## src/rtl/lpr_pkg.sv

```systemverilog
package lpr_pkg;
    localparam int DATA_W = 32;
    localparam int ADDR_W = 4;
    localparam int LSB_W  = 5;

    typedef logic [ADDR_W-1:0] addr_t;
    typedef logic [DATA_W-1:0] word_t;

    // register word addresses
    localparam addr_t RA_IDLE     = 4'd0;
    localparam addr_t RA_DMA_REQ  = 4'd1;
    localparam addr_t RA_DMA_STAT = 4'd2;
    localparam addr_t RA_CORE     = 4'd3;
    localparam addr_t RA_MEM      = 4'd4;
    localparam addr_t RA_STAT     = 4'd5;

    // field and status bit positions
    localparam logic [LSB_W-1:0] FL_IDLE   = 5'd0;
    localparam logic [LSB_W-1:0] FL_RST    = 5'd0;
    localparam logic [LSB_W-1:0] FL_GATE   = 5'd8;
    localparam logic [LSB_W-1:0] FL_RAM    = 5'd0;
    localparam logic [LSB_W-1:0] FL_PWR    = 5'd4;
    localparam logic [LSB_W-1:0] SB_PAUSED = 5'd0;
    localparam logic [LSB_W-1:0] SB_RAMDN  = 5'd0;
    localparam logic [LSB_W-1:0] SB_INRST  = 5'd1;

    typedef enum logic [1:0] {
        CMD_NONE  = 2'b00,
        CMD_ENTER = 2'b01,
        CMD_QUIT  = 2'b10,
        CMD_CYCLE = 2'b11
    } cmd_e;

    typedef enum logic [1:0] {ACC_READ, ACC_WRITE, ACC_RMW} acc_e;

    // order matters: steps inside one sequence advance by +1
    typedef enum logic [3:0] {
        ST_IDLEF, ST_DMAP, ST_DMAW, ST_RSTON, ST_GATEON, ST_RAMOFF, ST_RAMDNW,
        ST_RAMON, ST_GATEOFF, ST_RSTOFF, ST_RAMUPW, ST_RSTW, ST_PWROVR,
        ST_CHECK
    } step_e;

    typedef enum logic [2:0] {
        ERR_NONE    = 3'd0,
        ERR_DMA     = 3'd1,
        ERR_RAM_DN  = 3'd2,
        ERR_RAM_UP  = 3'd3,
        ERR_RST_REL = 3'd4
    } err_e;

    typedef struct packed {
        acc_e              kind;
        logic              poll;
        addr_t             addr;
        logic [LSB_W-1:0]  lsb;
        logic              wide;
        logic [1:0]        val;
        logic [LSB_W-1:0]  pbit;
        logic              want;
        err_e              err;
    } step_t;

    function automatic word_t field_mask(logic [LSB_W-1:0] lsb, logic wide);
        word_t m;
        m = wide ? word_t'(2'b11) : word_t'(1'b1);
        return m << lsb;
    endfunction

    function automatic step_t step_desc(step_e s, logic hw_gate_ok);
        step_t d;
        d = '0;
        d.kind = ACC_RMW;
        d.wide = 1'b1;
        case (s)
            ST_IDLEF:   begin d.addr = RA_IDLE; d.lsb = FL_IDLE; d.wide = 1'b0; d.val = 2'b01; end
            ST_DMAP:    begin d.kind = ACC_WRITE; d.addr = RA_DMA_REQ; d.val = 2'b01; end
            ST_DMAW:    begin d.kind = ACC_READ; d.poll = 1'b1; d.addr = RA_DMA_STAT;
                              d.pbit = SB_PAUSED; d.want = 1'b1; d.err = ERR_DMA; end
            ST_RSTON:   begin d.addr = RA_CORE; d.lsb = FL_RST;  d.val = 2'b01; end
            ST_GATEON:  begin d.addr = RA_CORE; d.lsb = FL_GATE; d.val = 2'b01; end
            ST_RAMOFF:  begin d.addr = RA_MEM;  d.lsb = FL_RAM;  d.val = 2'b11; end
            ST_RAMDNW:  begin d.kind = ACC_READ; d.poll = 1'b1; d.addr = RA_STAT;
                              d.pbit = SB_RAMDN; d.want = 1'b1; d.err = ERR_RAM_DN; end
            ST_RAMON:   begin d.addr = RA_MEM;  d.lsb = FL_RAM;  d.val = 2'b00; end
            ST_GATEOFF: begin d.addr = RA_CORE; d.lsb = FL_GATE; d.val = 2'b00; end
            ST_RSTOFF:  begin d.addr = RA_CORE; d.lsb = FL_RST;  d.val = 2'b10; end
            ST_RAMUPW:  begin d.kind = ACC_READ; d.poll = 1'b1; d.addr = RA_STAT;
                              d.pbit = SB_RAMDN; d.want = 1'b0; d.err = ERR_RAM_UP; end
            ST_RSTW:    begin d.kind = ACC_READ; d.poll = 1'b1; d.addr = RA_STAT;
                              d.pbit = SB_INRST; d.want = 1'b0; d.err = ERR_RST_REL; end
            ST_PWROVR:  begin d.addr = RA_MEM; d.lsb = FL_PWR;
                              d.val = hw_gate_ok ? 2'b10 : 2'b11; end
            default:    begin d.kind = ACC_READ; d.addr = RA_STAT; d.pbit = SB_INRST; end
        endcase
        return d;
    endfunction

    function automatic step_e first_step(cmd_e c);
        case (c)
            CMD_ENTER: return ST_IDLEF;
            CMD_QUIT:  return ST_RAMON;
            default:   return ST_CHECK;
        endcase
    endfunction
endpackage

```

## src/rtl/lpr_bus_port.sv

```systemverilog
module lpr_bus_port
    import lpr_pkg::*;
(
    input  logic  clk,
    input  logic  rst,
    input  logic  start,
    input  acc_e  kind,
    input  addr_t addr,
    input  word_t mask,
    input  word_t wval,
    output logic  acc_done,
    output word_t acc_rdata,
    output logic  bus_req,
    output logic  bus_we,
    output addr_t bus_addr,
    output word_t bus_wdata,
    input  word_t bus_rdata,
    input  logic  bus_ack
);
    typedef enum logic [1:0] {BP_IDLE, BP_RD, BP_WR} bp_e;

    bp_e   state_q;
    acc_e  kind_q;
    addr_t addr_q;
    word_t mask_q;
    word_t val_q;
    word_t wdata_q;

    always_ff @(posedge clk) begin
        if (rst) begin
            state_q   <= BP_IDLE;
            kind_q    <= ACC_READ;
            addr_q    <= '0;
            mask_q    <= '0;
            val_q     <= '0;
            wdata_q   <= '0;
            acc_rdata <= '0;
            acc_done  <= 1'b0;
        end else begin
            acc_done <= 1'b0;
            case (state_q)
                BP_IDLE: if (start) begin
                    kind_q  <= kind;
                    addr_q  <= addr;
                    mask_q  <= mask;
                    val_q   <= wval;
                    wdata_q <= wval;
                    state_q <= (kind == ACC_WRITE) ? BP_WR : BP_RD;
                end
                BP_RD: if (bus_ack) begin
                    acc_rdata <= bus_rdata;
                    if (kind_q == ACC_READ) begin
                        acc_done <= 1'b1;
                        state_q  <= BP_IDLE;
                    end else begin
                        wdata_q <= (bus_rdata & ~mask_q) | (val_q & mask_q);
                        state_q <= BP_WR;
                    end
                end
                BP_WR: if (bus_ack) begin
                    acc_done <= 1'b1;
                    state_q  <= BP_IDLE;
                end
                default: state_q <= BP_IDLE;
            endcase
        end
    end

    assign bus_req   = (state_q != BP_IDLE);
    assign bus_we    = (state_q == BP_WR);
    assign bus_addr  = addr_q;
    assign bus_wdata = wdata_q;

    // request and its payload hold until acknowledged
    a_r10_hold_until_ack: assert property (@(posedge clk) disable iff (rst)
        bus_req && !bus_ack |=> bus_req && $stable(bus_addr) && $stable(bus_we) && $stable(bus_wdata));
endmodule

```

## src/rtl/lpr_poll_pacer.sv

```systemverilog
module lpr_poll_pacer #(
    parameter int RETRY_MAX  = 120,
    parameter int GAP_CYCLES = 5000
) (
    input  logic clk,
    input  logic rst,
    input  logic restart,
    input  logic miss,
    output logic last_try,
    output logic resume
);
    localparam int TRY_W = $clog2(RETRY_MAX + 1);
    localparam int GAP_W = $clog2(GAP_CYCLES + 1);

    logic [TRY_W-1:0] tries_q;
    logic [GAP_W-1:0] gap_q;
    logic             waiting_q;

    always_ff @(posedge clk) begin
        if (rst || restart) tries_q <= '0;
        else if (miss)      tries_q <= tries_q + 1'b1;
    end

    always_ff @(posedge clk) begin
        if (rst) begin
            waiting_q <= 1'b0;
            gap_q     <= '0;
        end else if (miss) begin
            waiting_q <= 1'b1;
            gap_q     <= GAP_W'(GAP_CYCLES - 1);
        end else if (waiting_q) begin
            if (gap_q == '0) waiting_q <= 1'b0;
            else             gap_q     <= gap_q - 1'b1;
        end
    end

    assign last_try = (tries_q == TRY_W'(RETRY_MAX - 1));
    assign resume   = waiting_q && (gap_q == '0);

    // a retry is only scheduled while reads remain in the budget
    a_r4_try_bound: assert property (@(posedge clk) disable iff (rst)
        miss |-> tries_q < TRY_W'(RETRY_MAX - 1));
endmodule

```

## src/rtl/lpr_seq_ctrl.sv

```systemverilog
module lpr_seq_ctrl
    import lpr_pkg::*;
(
    input  logic       clk,
    input  logic       rst,
    input  logic       cmd_valid,
    input  logic [1:0] cmd_op,
    input  logic       bypass,
    input  logic       hw_gate_ok,
    input  logic       acc_done,
    input  word_t      acc_rdata,
    input  logic       last_try,
    input  logic       resume,
    output logic       busy,
    output logic       done,
    output logic [2:0] err_code,
    output logic       acc_start,
    output acc_e       acc_kind,
    output addr_t      acc_addr,
    output word_t      acc_mask,
    output word_t      acc_wval,
    output logic       restart,
    output logic       miss
);
    typedef enum logic [1:0] {PH_IDLE, PH_ISSUE, PH_ACC, PH_GAP} phase_e;

    phase_e phase_q;
    step_e  step_q;
    cmd_e   mode_q;
    err_e   err_q;
    logic   done_q;

    step_t desc;
    cmd_e  cmd_in;
    logic  accept, hit, at_result, is_check, fail_now, step_ok, seq_end;

    assign desc      = step_desc(step_q, hw_gate_ok);
    assign cmd_in    = cmd_e'(cmd_op);
    assign accept    = cmd_valid && (cmd_in != CMD_NONE) && (phase_q == PH_IDLE);
    assign hit       = (acc_rdata[desc.pbit] == desc.want);
    assign at_result = (phase_q == PH_ACC) && acc_done;
    assign is_check  = (desc.kind == ACC_READ) && !desc.poll;
    assign fail_now  = at_result && desc.poll && !hit && last_try;
    assign miss      = at_result && desc.poll && !hit && !last_try;
    assign step_ok   = at_result && !is_check && !(desc.poll && !hit);
    assign seq_end   = step_ok && (((step_q == ST_RAMDNW) && (mode_q != CMD_CYCLE))
                                   || (step_q == ST_PWROVR));
    assign restart   = (accept && !bypass) || (at_result && !miss && !fail_now);

    always_ff @(posedge clk) begin
        if (rst) begin
            phase_q <= PH_IDLE;
            step_q  <= ST_CHECK;
            mode_q  <= CMD_NONE;
            err_q   <= ERR_NONE;
            done_q  <= 1'b0;
        end else begin
            done_q <= 1'b0;
            err_q  <= ERR_NONE;
            case (phase_q)
                PH_IDLE: if (accept) begin
                    if (bypass) begin
                        done_q <= 1'b1;
                    end else begin
                        mode_q  <= cmd_in;
                        step_q  <= first_step(cmd_in);
                        phase_q <= PH_ISSUE;
                    end
                end
                PH_ISSUE: phase_q <= PH_ACC;
                PH_ACC: if (acc_done) begin
                    if (is_check) begin
                        step_q  <= acc_rdata[SB_INRST] ? ST_RAMON : ST_IDLEF;
                        phase_q <= PH_ISSUE;
                    end else if (fail_now) begin
                        done_q  <= 1'b1;
                        err_q   <= desc.err;
                        phase_q <= PH_IDLE;
                    end else if (miss) begin
                        phase_q <= PH_GAP;
                    end else if (seq_end) begin
                        done_q  <= 1'b1;
                        phase_q <= PH_IDLE;
                    end else if (step_q == ST_RAMDNW) begin
                        step_q  <= ST_RAMON;
                        phase_q <= PH_ISSUE;
                    end else begin
                        step_q  <= step_e'(step_q + 4'd1);
                        phase_q <= PH_ISSUE;
                    end
                end
                PH_GAP: if (resume) phase_q <= PH_ISSUE;
                default: phase_q <= PH_IDLE;
            endcase
        end
    end

    assign busy      = (phase_q != PH_IDLE);
    assign done      = done_q;
    assign err_code  = err_q;
    assign acc_start = (phase_q == PH_ISSUE);
    assign acc_kind  = desc.kind;
    assign acc_addr  = desc.addr;
    assign acc_mask  = field_mask(desc.lsb, desc.wide);
    assign acc_wval  = word_t'(desc.val) << desc.lsb;

    // completion is a single-cycle pulse
    a_r9_done_single: assert property (@(posedge clk) disable iff (rst)
        done |=> !done);
    // a bypassed command completes in the next cycle with success
    a_r7_bypass_quick: assert property (@(posedge clk) disable iff (rst)
        bypass && cmd_valid && (cmd_op != 2'b00) && !busy |=> done && (err_code == 3'd0) && !busy);
    // a command during a running sequence does not alter the sequence mode
    a_r8_ignore_busy: assert property (@(posedge clk) disable iff (rst)
        busy && cmd_valid |=> $stable(mode_q));
endmodule

```

## src/rtl/lpr_sequencer.sv

```systemverilog
module lpr_sequencer
    import lpr_pkg::*;
#(
    parameter int RETRY_MAX  = 120,
    parameter int GAP_CYCLES = 5000
) (
    input  logic              clk,
    input  logic              rst,
    input  logic              cmd_valid,
    input  logic [1:0]        cmd_op,
    input  logic              bypass,
    input  logic              hw_gate_ok,
    output logic              busy,
    output logic              done,
    output logic [2:0]        err_code,
    output logic              bus_req,
    output logic              bus_we,
    output logic [ADDR_W-1:0] bus_addr,
    output logic [DATA_W-1:0] bus_wdata,
    input  logic [DATA_W-1:0] bus_rdata,
    input  logic              bus_ack
);
    logic  acc_start, acc_done, last_try, resume, restart, miss;
    acc_e  acc_kind;
    addr_t acc_addr;
    word_t acc_mask, acc_wval, acc_rdata;

    lpr_seq_ctrl u_ctrl (
        .clk        (clk),
        .rst        (rst),
        .cmd_valid  (cmd_valid),
        .cmd_op     (cmd_op),
        .bypass     (bypass),
        .hw_gate_ok (hw_gate_ok),
        .acc_done   (acc_done),
        .acc_rdata  (acc_rdata),
        .last_try   (last_try),
        .resume     (resume),
        .busy       (busy),
        .done       (done),
        .err_code   (err_code),
        .acc_start  (acc_start),
        .acc_kind   (acc_kind),
        .acc_addr   (acc_addr),
        .acc_mask   (acc_mask),
        .acc_wval   (acc_wval),
        .restart    (restart),
        .miss       (miss)
    );

    lpr_poll_pacer #(
        .RETRY_MAX  (RETRY_MAX),
        .GAP_CYCLES (GAP_CYCLES)
    ) u_pacer (
        .clk      (clk),
        .rst      (rst),
        .restart  (restart),
        .miss     (miss),
        .last_try (last_try),
        .resume   (resume)
    );

    lpr_bus_port u_port (
        .clk       (clk),
        .rst       (rst),
        .start     (acc_start),
        .kind      (acc_kind),
        .addr      (acc_addr),
        .mask      (acc_mask),
        .wval      (acc_wval),
        .acc_done  (acc_done),
        .acc_rdata (acc_rdata),
        .bus_req   (bus_req),
        .bus_we    (bus_we),
        .bus_addr  (bus_addr),
        .bus_wdata (bus_wdata),
        .bus_rdata (bus_rdata),
        .bus_ack   (bus_ack)
    );

    // the port stays quiet whenever no sequence runs
    a_r11_idle_quiet: assert property (@(posedge clk) disable iff (rst)
        !busy |-> !bus_req);
    // once a command ends (also on timeout) no access follows it
    a_r4_quiet_after_end: assert property (@(posedge clk) disable iff (rst)
        done |=> !bus_req);
endmodule

```

## config.mk

```make
export PLATFORM = sky130hd
export DESIGN_NAME = lpr_sequencer
export DESIGN_NICKNAME = d
export VERILOG_FILES = /design/src/rtl/lpr_pkg.sv /design/src/rtl/lpr_bus_port.sv /design/src/rtl/lpr_poll_pacer.sv /design/src/rtl/lpr_seq_ctrl.sv /design/src/rtl/lpr_sequencer.sv
export SDC_FILE = /design/constraint.sdc
export NUM_CORES = 1
export LEC_CHECK = 0
export ABC_AREA = 1
export BUFFER_PORTS_ARGS = -buffer_cell sky130_fd_sc_hd__buf_4
export CAP_MARGIN = 20
export CORE_MARGIN = 5
export CORE_UTILIZATION = 49
export DETAILED_ROUTE_END_ITERATION = 8
export GPL_TIMING_DRIVEN = 0
export HOLD_SLACK_MARGIN = 0.12
export PLACE_DENSITY_LB_ADDON = 0.05
export SYNTH_ARGS = -nofsm -noshare
export SYNTH_HDL_FRONTEND = slang
export SYNTH_SLANG_ARGS = --single-unit
```

## constraint.sdc

```tcl
create_clock -name clk -period 3.05 [get_ports clk]
set_clock_uncertainty 0.2 [all_clocks]
set_input_delay 0.4575 -clock clk [delete_from_list [all_inputs] [get_ports clk]]
set_output_delay 0.4575 -clock clk [all_outputs]
set_load 0.005 [all_outputs]
```

---- Word-level counts from Yosys, hierarchy flattened ----
Cells that the tools add are included.
cells by class
  shift-type cells ........................ 2
  multiply operators ...................... 0
  reduce and logical (&&, ||, !) cells .... 58
  add/subtract/negate cells ............... 3
  divide/modulo/power cells ............... 0
  bitwise logic cells ..................... 9
  mux-type cells .......................... 59
  eq/ne operators ......................... 35
  order comparisons ....................... 1
operators with widths
  cell                                                 number
  two-way mux 32 bit                                   3
  AND 32 bit                                           2
  case mux 32 bit (2 select lines)                     1
  two-way mux 13 bit                                   3
  two-way mux 4 bit                                    8
  NOT 32 bit                                           1
  bitwise OR 32 bit                                    1
  left shift 2 x 4 -> 32 bit                           1
  left shift 32 x 4 -> 32 bit                          1
  two-way mux 2 bit                                    13
  case mux 4 bit (2 select lines)                      3
  equality test 4 bit, second input constant           5
  two-way mux 1 bit                                    18
  logical AND 1 bit                                    17
  equality test 4 x 3 -> 1 bit, second input constant  4
  case mux 2 bit (4 select lines)                      2
  case mux 4 bit (4 select lines)                      1
  case mux 3 bit (5 select lines)                      1
  != test 2 bit, second input constant                 7
  zero test 13 bit                                     1
  subtractor 13 x 1 -> 13 bit, second input constant   1
  nonzero test 2 bit                                   6
  OR reduction 12 bit                                  1
  OR reduction 4 bit                                   3
  other kinds (30)                                     63
storage, ports and cells
  ROM bits ................................ 0
  memories ................................ 0
  RAM bits ................................ 0
  bits in registers ....................... 170
  latch bits .............................. 0
  input bits .............................. 40

---- Longest topological paths before layout ----
  depth after elaboration ................. 17
  depth in mapped cells ................... 17
  gate-level depth less buffers ........... 17

---- Cells and area by module ----
From an unflattened synthesis, not the netlist that was laid out.
second synthesis, totals
  cells, all modules ...................... 1242
  area, all modules ....................... 8729.6 µm²
modules (own cells, without submodules)
  module          cells each  instances  area an instance (µm²)  sequential area each (µm²)
  lpr_bus_port    821         1          5944.5                  2742.6
  lpr_seq_ctrl    245         1          1592.8                  240.2
  lpr_poll_pacer  176         1          1192.4                  420.4

---- Worst setup path before layout ----
OpenSTA, ideal clock, no wires.
  path kind ............................... register -> register
  start ................................... register u_ctrl.step_q[1]
  end ..................................... register u_pacer.tries_q[2]
  data required time ...................... 2.717 ns
  setup slack ............................. 0.781 ns
  path buffers ............................ 0
  arrival ................................. 1.936 ns
  library setup time ...................... 0.133 ns
  clock period less this slack ............ 2.269 ns
  stages on the path, launching flop included .. 15
  cells stage by stage .................... dfxtp_1 -> inv_1 -> ha_1 -> inv_1 -> nand2_1 -> nand2_2 -> nand2_1 -> nor2_2 -> nand3_1 -> nand2_1 -> nand3_1 -> nand3_2 -> inv_4 -> o21ai_1 -> nor3_1
between the ends
  longest elaborated chain between the ends .. 14
  elaborated cells on any way between the ends .. 32
  those cells by class .................... eq/ne: 13; mux: 5; reduce/logical: 14
RTL lines
  what                                                        line                                    source
  start: declaration                                          lpr_seq_ctrl.sv:28                      step_e step_q;
  start signal: assignment                                    lpr_seq_ctrl.sv:66                      step_q <= first_step(cmd_in);
  start signal: assignment                                    lpr_seq_ctrl.sv:73                      step_q <= acc_rdata[SB_INRST] ? ST_RAMON : ST_IDLEF;
  start signal: assignment                                    lpr_seq_ctrl.sv:88                      step_q <= step_e'(step_q + 4'd1);
  equality test 4 x 1 -> 1 bit, or another cell as far along  lpr_pkg.sv:74                           case (s)
  OR reduction 12 bit (no source line)                        -
  two-way mux 1 bit                                           lpr_pkg.sv:74
  binary-select mux 1 bit (select 5 bit)                      lpr_seq_ctrl.sv:40                      assign hit = (acc_rdata[desc.pbit] == desc.want);
  two-way mux 1 bit (implied by the code)                     lpr_seq_ctrl.sv:40
  equality test 1 bit                                         lpr_seq_ctrl.sv:40
  zero test 1 bit                                             lpr_seq_ctrl.sv:43, lpr_seq_ctrl.sv:44
  logical AND 1 bit (*)                                       lpr_seq_ctrl.sv:43, lpr_seq_ctrl.sv:44
  logical AND 1 bit                                           lpr_seq_ctrl.sv:44                      assign miss = at_result && desc.poll && !hit && !last_try;
  zero test 1 bit                                             lpr_seq_ctrl.sv:48                      assign restart = (accept && !bypass) || (at_result && !miss && !fail_now);
  logical AND 1 bit (2 in series)                             lpr_seq_ctrl.sv:48
  logical OR 1 bit                                            lpr_seq_ctrl.sv:48
  logical OR 1 bit                                            lpr_poll_pacer.sv:20                    if (rst || restart) tries_q <= '0;
  end signal: assignment                                      lpr_poll_pacer.sv:21                    else if (miss) tries_q <= tries_q + 1'b1;
  end: declaration                                            lpr_poll_pacer.sv:15                    logic [TRY_W-1:0] tries_q;
Every way passes the cells marked *; elsewhere a longest branch is shown, timed or not. The select of a mux whose other input is x is not followed.
A chain may end at the register's enable or synchronous reset.

---- Worst setup path in the final report ----
  start ................................... register u_ctrl.step_q[0]
  end ..................................... register u_pacer.tries_q[2]
The elaborated chain is that of the path after synthesis.

==> results.py <==
metrics = {
    "timing": {
        "rsz0062_at_grt": "no",
        "setup_viol_count_final": 0,
        "totalNegativeSetupSlack_ps": 0,
        "period_needed_ps": 2720,
        "slew_headroom_pct": 59.4,
        "slew_viol_final": 0,
        "max_freq_mhz": 368,
        "hold_ws_ps": 160,
        "worstMarginPinSlew_ps": 609,
        "finalCritPeriodShare_pct": 89.2,
        "hold_violations": 0,
        "fin_ws_ps": 330,
    },
    "routing": {
        "dr_total_vias": 4113,
        "first_pass_iters": 5,
        "wl_per_cell_um": 13.5,
        "viasPerCell": 5.19,
        "wl_um": 10700,
        "detail-route-antenna-nets": 0,
        "drcViolationCount": 0,
        "drtIter0Drc": 240,
    },
    "logic_synthesis": {
        "synth.avg_cell_area_um2": 7.36,
        "ys_types": 42,
        "synth-simple-area-share_pct": 25.2,
        "muxShareOfSynthArea_pct": 0,
        "ys.flop_type": "dfxtp_1",
        "synth_top_family_by_area": "simple AND/OR/NAND/NOR gates",
        "synth-edff-count": 0,
        "synth_seq_cells": 91,
        "syn_nets": 646,
        "synth_warnings": 0,
        "synthArstFlopShare_pct": 0,
        "synth_xor_area_share_pct": 1.82,
        "synth_compound_area_share_pct": 17.3,
        "synthesis.area_um2": 4340,
        "ys_seq_area_share_pct": 42.0,
        "syn_inst": 589,
        "synth_fa_ha_area_share_pct": 4.91,
    },
    "die": {
        "ios": 83,
        "start_util_pct": 50.0,
        "row_count": 34,
        "die_y_um": 104,
        "dieArea_um2": 10800,
        "die_width_um": 104,
        "coreArea_um2": 8680,
    },
    "grt": {
        "grt_pass1_vias": 3849,
        "antenna_found_initial": 0,
        "grt-ovfl-total": 0,
        "grt_pass1_wl_um": 17900,
        "grt_max_degree": 16,
        "grt_usage_pct": 19.5,
    },
    "hold_path": {
        "hp-start": "bus_rdata[15]",
        "worstHoldPathType": "in -> reg",
        "hold_end": "u_port.bus_wdata[15]",
        "worstHoldPathCells": 3,
    },
    "place": {
        "port-buffer-count": 81,
        "gp_congestion": 0.907,
        "dp_hpwl_um": 8230,
        "pre_cts_ws_ps": 342,
        "postPlaceCellArea_um2": 5080,
        "dp_cells": 778,
    },
    "critical_path": {
        "worstSetupEndpointType": "flip-flop",
        "crit_type": "reg -> reg",
        "r2r_slack_ps": 330,
        "worstPathMaxFanout": 7,
        "r2r_cells": 12,
        "cp.required_ps": 3070,
        "r2r_start": "u_ctrl.step_q[0]",
        "rr_endpoint": "u_pacer.tries_q[2]",
        "crit_arrival_ps": 2740,
        "startpoint_type": "flip-flop",
    },
    "status": {
        "status": "completed",
    },
    "cells_and_area": {
        "final_layout_size_suffix_gt1_share_pct": 18.7,
        "insertedDiodeCount": 0,
        "seq_area_um2": 1820,
        "stdcell_count": 793,
        "multiInputGateArea_um2": 2140,
        "final_area_um2": 5300,
        "fin_nets": 738,
        "area_growth_pct": 22.3,
        "nFillCells": 813,
    },
    "power": {
        "vdd_drop_max_mv": 0.337,
        "cellLeakagePower_nw": 2.28,
        "power.density_nw_per_um2": 770,
    },
    "clock_tree": {
        "clock_latency_ps": 350,
        "post_cts_buffers": 0,
        "clock-sinks": 91,
        "max-clock-path-buffers": 2,
        "cts.htree.levels": 3,
        "cts-root-buf": "clkbuf_8",
        "cts_hold_buf": 0,
        "clk_pin_slew_ps": 90,
        "tritoncts": "built",
        "postCtsResizedCells": 0,
        "numCtsBuffers": 9,
    },
    "flow_run": {
        "max-cap-violations": 0,
    },
}
## cell usage in the layout (no fill, tap or decap), types with 14 or more instances in the layout
master,synthesis,final
nand2_1,140,140
dfxtp_1,91,91
buf_4,1,82
a21oi_1,70,70
inv_1,64,64
nor2_1,42,42
o21ai_0,37,37
nand3_1,25,25
ha_1,17,17
clkbuf_1,14,14
## synth_stat cells, types with 3 or more instances
master	count	area, µm²
nand2_1	140	526
dfxtp_1	91	1820
a21oi_1	70	350
inv_1	64	240
nor2_1	42	158
o21ai_0	37	185
nand3_1	25	125
ha_1	17	213
clkbuf_1	14	52.6
a31oi_1	10	62.6
nand4_1	9	56.3
nor3_1	9	45.0
xor2_1	7	61.3
nand2_2	4	25.0
nor2_4	4	45.0
o211ai_1	4	30.0
inv_2	3	11.3
o21ai_1	3	15.0
## critical path: stages (launching register included)
cell     delay [ps]
dfxtp_1         440
inv_1           120
ha_1            280
nand3_1         220
nand2_1         110
nor2_2          190
nand3_1         100
nand2_1          90
nand3_1         110
nand3_2         150
inv_4            70
o21ai_1         400
nor3_1           90
## cell type report
cell class | instances | share of cell area (%)
Sequential cell | 91 | 34.4
Tap cell | 108 | 2.55
Timing Repair Buffer | 81 | 11.5
Clock inverter | 5 | 1.60
Clock buffer | 10 | 2.60
Multi-Input combinational cell | 408 | 40.3
Inverter | 70 | 5.07
Buffer | 20 | 2.03
## layer usage
metal  share of wire, %  up-vias  global-route usage [%]
met1                 47     1890                    26.0
met4               0.73        0                    5.37
met5                  0        -                       0
met3                5.1        6                    3.29
met2                 47      103                    32.3
li1                   -     2114                       -
## report_power, final
part           switching [mW]  internal [mW]  total (mW)
sequential              0.107           1.37        1.48
clock                   0.439          0.485       0.923
combinational            1.06          0.618        1.68
## state kept, by name (all words and copies together) (netlist names)
register	cells
u_port.acc_rdata	2
u_ctrl.mode_q	2
u_port.bus_wdata	32
u_port.kind_q	2
u_pacer.waiting_q	1
u_ctrl.err_code	3
u_port.val_q	8
u_pacer.tries_q	7
u_pacer.gap_q	13
u_port.state_q	2
u_ctrl.done	1
u_ctrl.phase_q	2
u_port.bus_addr	3
u_ctrl.step_q	4
u_port.mask_q	8
u_port.acc_done	1
## stage by stage
stage | power (mW) | util, %
4_1_cts | 4.09 | 61.1
2_1_floorplan | 2.66 | -
5_1_grt | 4.37 | 61.1
6_report | 4.08 | 61.1
3_3_place_gp | 3.13 | 58.5
3_5_place_dp | 3.17 | 58.5
## how the worst max path moves through the flow
stage / from / endpoint / slack (ps) / cells after the start
finish: u_ctrl.step_q[0] / u_pacer.tries_q[2] / 330 / 12
CTS: u_ctrl.step_q[0] / u_pacer.tries_q[2] / 330 / 12
floorplan: u_ctrl.step_q[1] / u_pacer.tries_q[2] / 780 / 14
detailed placement: u_ctrl.step_q[0] / u_pacer.tries_q[2] / 340 / 12
global placement: u_ctrl.step_q[0] / u_pacer.tries_q[2] / 390 / 12
global route: u_ctrl.step_q[0] / u_pacer.tries_q[1] / 40 / 12
## kinds of logic (layout without fill, tap and decap cells)
logic type / count (synthesis) / in the layout
flip-flops: 91 / 91
AND/OR/NAND/NOR: 246 / 246
adder cells (fa/ha/maj): 17 / 17
other: 1 / 1
buffers and inverters: 90 / 186
XOR/XNOR: 9 / 9
AO/OA/AOI/OAI: 135 / 135
Note: power is estimated with default switching activity, not from simulation.
